--- config.mk ---
export PLATFORM = sky130hd
export DESIGN_NAME = adc_xfer_ctrl
export DESIGN_NICKNAME = d
export VERILOG_FILES = /design/src/rtl/adc_xfer_pkg.sv /design/src/rtl/adc_trig_select.sv /design/src/rtl/adc_xfer_fsm.sv /design/src/rtl/adc_result_reg.sv /design/src/rtl/adc_xfer_ctrl.sv
export SDC_FILE = /design/constraint.sdc
export NUM_CORES = 1
export LEC_CHECK = 0
export BUFFER_PORTS_ARGS = -buffer_cell sky130_fd_sc_hd__buf_4
export CAP_MARGIN = 20
export CORE_MARGIN = 2
export CORE_UTILIZATION = 39
export DETAILED_ROUTE_END_ITERATION = 10
export HOLD_SLACK_MARGIN = 0.08
export PLACE_DENSITY = 0.75
export REMOVE_ABC_BUFFERS = 1
export SLEW_MARGIN = 20
export SYNTH_ARGS = -nofsm -noshare
export SYNTH_HDL_FRONTEND = slang
export SYNTH_SLANG_ARGS = --single-unit
--- constraint.sdc ---
create_clock -name clk -period 1.2 [get_ports clk]
set_input_delay 0.06 -clock clk [delete_from_list [all_inputs] [get_ports clk]]
set_output_delay 0.06 -clock clk [all_outputs]
set_load 0.005 [all_outputs]
--- src/rtl/adc_xfer_pkg.sv ---
package adc_xfer_pkg;

    typedef enum logic [2:0] {
        ST_IDLE      = 3'd0,
        ST_START     = 3'd1,
        ST_WAIT_EOC  = 3'd2,
        ST_READ      = 3'd3,
        ST_WAIT_RDY  = 3'd4,
        ST_CAPTURE   = 3'd5,
        ST_XMIT      = 3'd6
    } xfer_state_t;

    typedef struct packed {
        xfer_state_t st;
    } fsm_regs_t;

endpackage

--- src/rtl/adc_trig_select.sv ---
module adc_trig_select (
    input  logic auto_sel,
    input  logic timer_pulse,
    input  logic manual_pulse,
    output logic trig
);

    always_comb begin
        trig = auto_sel ? timer_pulse : manual_pulse;
    end

endmodule

--- src/rtl/adc_xfer_fsm.sv ---
module adc_xfer_fsm
    import adc_xfer_pkg::*;
(
    input  logic clk,
    input  logic rst,
    input  logic trig,
    input  logic eoc,
    input  logic drdy,
    output logic conv_start,
    output logic rd_en,
    output logic capture,
    output logic write_stb
);

    fsm_regs_t r_d, r_q;

    always_comb begin
        r_d = r_q;
        case (r_q.st)
            ST_IDLE:     if (trig) r_d.st = ST_START;
            ST_START:    r_d.st = ST_WAIT_EOC;
            ST_WAIT_EOC: if (eoc)  r_d.st = ST_READ;
            ST_READ:     r_d.st = ST_WAIT_RDY;
            ST_WAIT_RDY: if (drdy) r_d.st = ST_CAPTURE;
            ST_CAPTURE:  r_d.st = ST_XMIT;
            ST_XMIT:     r_d.st = ST_IDLE;
            default:     r_d.st = ST_IDLE;
        endcase
    end

    always_ff @(posedge clk) begin
        if (rst) r_q.st <= ST_IDLE;
        else     r_q    <= r_d;
    end

    // Moore outputs decoded from the present state
    always_comb begin
        conv_start = (r_q.st == ST_START);
        rd_en      = (r_q.st == ST_READ);
        capture    = (r_q.st == ST_CAPTURE);
        write_stb  = (r_q.st == ST_XMIT);
    end

endmodule

--- src/rtl/adc_result_reg.sv ---
module adc_result_reg #(
    parameter int RAW_W = 16,
    parameter int OUT_W = 12
) (
    input  logic             clk,
    input  logic             rst,
    input  logic             load,
    input  logic [RAW_W-1:0] word_in,
    output logic [OUT_W-1:0] data_q
);

    localparam int LSB = RAW_W - OUT_W;

    logic [OUT_W-1:0] slice;
    logic [OUT_W-1:0] data_d;

    generate
        if (LSB > 0) begin : g_trim
            logic unused_low;
            assign unused_low = ^word_in[LSB-1:0];
            assign slice      = word_in[RAW_W-1:LSB];
        end else begin : g_full
            assign slice = word_in[OUT_W-1:0];
        end
    endgenerate

    always_comb begin
        data_d = data_q;
        if (load) data_d = slice;
    end

    always_ff @(posedge clk) begin
        if (rst) data_q <= '0;
        else     data_q <= data_d;
    end

endmodule

--- src/rtl/adc_xfer_ctrl.sv ---
module adc_xfer_ctrl #(
    parameter int RAW_W = 16,
    parameter int OUT_W = 12
) (
    input  logic             clk,
    input  logic             rst,
    input  logic             auto_sel,
    input  logic             timer_pulse,
    input  logic             manual_pulse,
    output logic             conv_start,
    input  logic             eoc,
    output logic             rd_en,
    input  logic             drdy,
    input  logic [RAW_W-1:0] rd_word,
    output logic [OUT_W-1:0] data_out,
    output logic             write_stb
);

    logic trig;
    logic capture;

    adc_trig_select i_sel (
        .auto_sel     (auto_sel),
        .timer_pulse  (timer_pulse),
        .manual_pulse (manual_pulse),
        .trig         (trig)
    );

    adc_xfer_fsm i_fsm (
        .clk        (clk),
        .rst        (rst),
        .trig       (trig),
        .eoc        (eoc),
        .drdy       (drdy),
        .conv_start (conv_start),
        .rd_en      (rd_en),
        .capture    (capture),
        .write_stb  (write_stb)
    );

    adc_result_reg #(.RAW_W(RAW_W), .OUT_W(OUT_W)) i_res (
        .clk     (clk),
        .rst     (rst),
        .load    (capture),
        .word_in (rd_word),
        .data_q  (data_out)
    );

endmodule

==> metrics <==
status=complete, no violations; CTS tree=built; synthesized cell area=between 500 and 600 sq um; Synth Instances=56; Die Ht=42.46 microns; Hold WS=0.08935 ns; DIE AREA=roughly 1800 sq um; post-route minimum period=around 1.1 ns; diodes inserted=0; layout cells sized above 1=0.4074; Synth top area share=0.5206; Setup crit end kind=primary output; clock buffer depth=2; worst vdd ir=just under 600 uV; clk slew on worst S/H paths=0.08 ns; FILL cells=93; # rows=13; MaxCap Viol Count=0; root buf cell=clkbuf_4; Core Box Area=roughly 1300 sq um; dpl cell area=870.8 sq um; io pins=38; Yosys reg bits=15; Place WS=~0.064 ns; PD cells=914.4 nW/um^2; RSZ-0062 raised after global routing=false; # setup viols final=0; clock sink count=15; post-synthesis sequential area ratio=0.5206; Horiz. Die Dim=42.46 microns; Post-Layout Cell Count=123; placed insts=106; Synth warnings=0; critical path arrival=1.07 ns; post-synthesis cell type count=14; post-layout util=0.7842; Starting Density=0.4325; DP HPWL=around 990 microns; # nets final=around 130; Avg Inst Size Synth=10.30 sq um; setup_tns=0 ns; wire length per cell=around 13 microns; Fmax=~0.88 GHz; Vias/cell=approximately 4.8; worst path required time=between 1 and 1.5 ns; largest net degree at the start of global routing=16; Antenna Nets Post-Route=0; Global Route Usage Sum=0.1986; area grow syn2layout=81.34%; period utilization=0.9446; # H-tree levels=1; Starting DRT DRC Count=2; cell area after layout=between 1000 and 1500 sq um; top cells by area, synth=dfxtp_1 (52%), mux2i_1 (23%), nor2_1 (8.5%), nand3b_1 (2.6%), nor3b_1 (2.6%); measured slew at the worst slew-check pin=roughly 0.24 ns; Clock Skews=between 0.0004 and 0.0005 ns; first-pass GRT wire length=about 2600 microns; post-CTS setup buffer count=0; relative slew slack=0.8398; initial antenna violation count=0; commonest non-fill, non-tap cell in the layout=buf_4; max-slew violation count=0; Pwr Total=around 960 uW; vias in the first global route=about 580; most frequent cells in the layout=buf_4 (35), mux2i_1 (13), nor2_1 (13), dlygate4sd3_1 (13), dfxtp_1 (13); GPL Wtd Cong=between 0.8 and 0.9; Remaining DRCs=0; count of input and output buffers=33; number of buffers created by CTS=3; Worst Hold Class=primary input to register; gr ovfl total=0; startpoint types=register; Setup WS post-layout=roughly 0.067 ns; final hold viol count=0; routed vias=slightly below 600; Leakage=0.5611 nW; Routed Wire Length=about 1700 microns; Pre-antenna DRT Iters=3; crit path max fanout=6; Setup Crit Path Kind=register to primary output; clock latency on the worst-skew pair=0.28 ns; Yosys top cell by area=dfxtp_1
[state kept, by name (all words and copies together), names as in the netlist]
signal	cells
i_fsm.r_q	3
i_res.data_q	12
[final timing paths]
| path | start | end | slack (ns) | cells past startpoint |
|---|---|---|---|---|
| max | i_fsm.r_q[2]$_SDFFE_PP0P_ | rd_en | 0.07 | 3 |
| min reg2reg | i_res.data_q[0]$_SDFFE_PP0N_ | i_res.data_q[0]$_SDFFE_PP0N_ | 0.51 | 2 |
| min | drdy | i_fsm.r_q[0]$_SDFFE_PP0P_ | 0.09 | 3 |
| max reg2reg | i_fsm.r_q[1]$_SDFFE_PP0P_ | i_res.data_q[10]$_SDFFE_PP0N_ | 0.09 | 4 |
[routing by layer]
layer | GRT usage | wire, microns
met5 | 0 | 0
met4 | 0.1125 | 38
met3 | 0.05172 | 72
met2 | 0.3508 | 890
met1 | 0.2101 | 654
[critical path, cell delays in order, from the launching register on]
cell and delay (ns):
dfxtp_2 0.34, buf_6 0.12, and3b_1 0.22, buf_4 0.11
[timing repair]
item                                    4_1_cts  5_1_grt
endpoints found under the hold margin        14        0
hold buffers                                 13        0
endpoints found under the setup margin        0       12
resized for setup                             0        6
[synth_stat cells]
cell and n:
mux2i_1 13, dfxtp_1 15, nand3_1 1, a21oi_1 2, or3_1 2, nor2_1 13
nand2_1 1, a311oi_1 1, inv_1 1, nand3b_1 2, clkbuf_1 1, nor3b_1 2
and3b_1 1, buf_6 1
[where the power goes]
part	switching (mW)	total [mW]	internal, mW
Combinational	0.0528	0.155	0.103
Clock	0.153	0.282	0.129
Sequential	0.0101	0.520	0.509
Total	0.215	0.956	0.741
[layout make-up]
type	count	area (sq um)	area share
well taps	15	18.77	0.01794
clock buffers	4	26.28	0.02512
multi-input cells	38	267.8	0.2560
repair buffers	50	424.2	0.4055
flip-flops and latches	15	305.3	0.2919
inverters	1	3.754	0.003589
[cells by family (layout without fill, tap and decap cells)]
family / count (synthesis) / in the layout / synth area share
mux: 13 / 13 / 0.2256
buf+inv: 3 / 55 / 0.03252
simple gates: 22 / 22 / 0.1887
compound gates: 3 / 3 / 0.03254
flops: 15 / 15 / 0.5206
No activity file was read; power rests on OpenSTA's default activity.
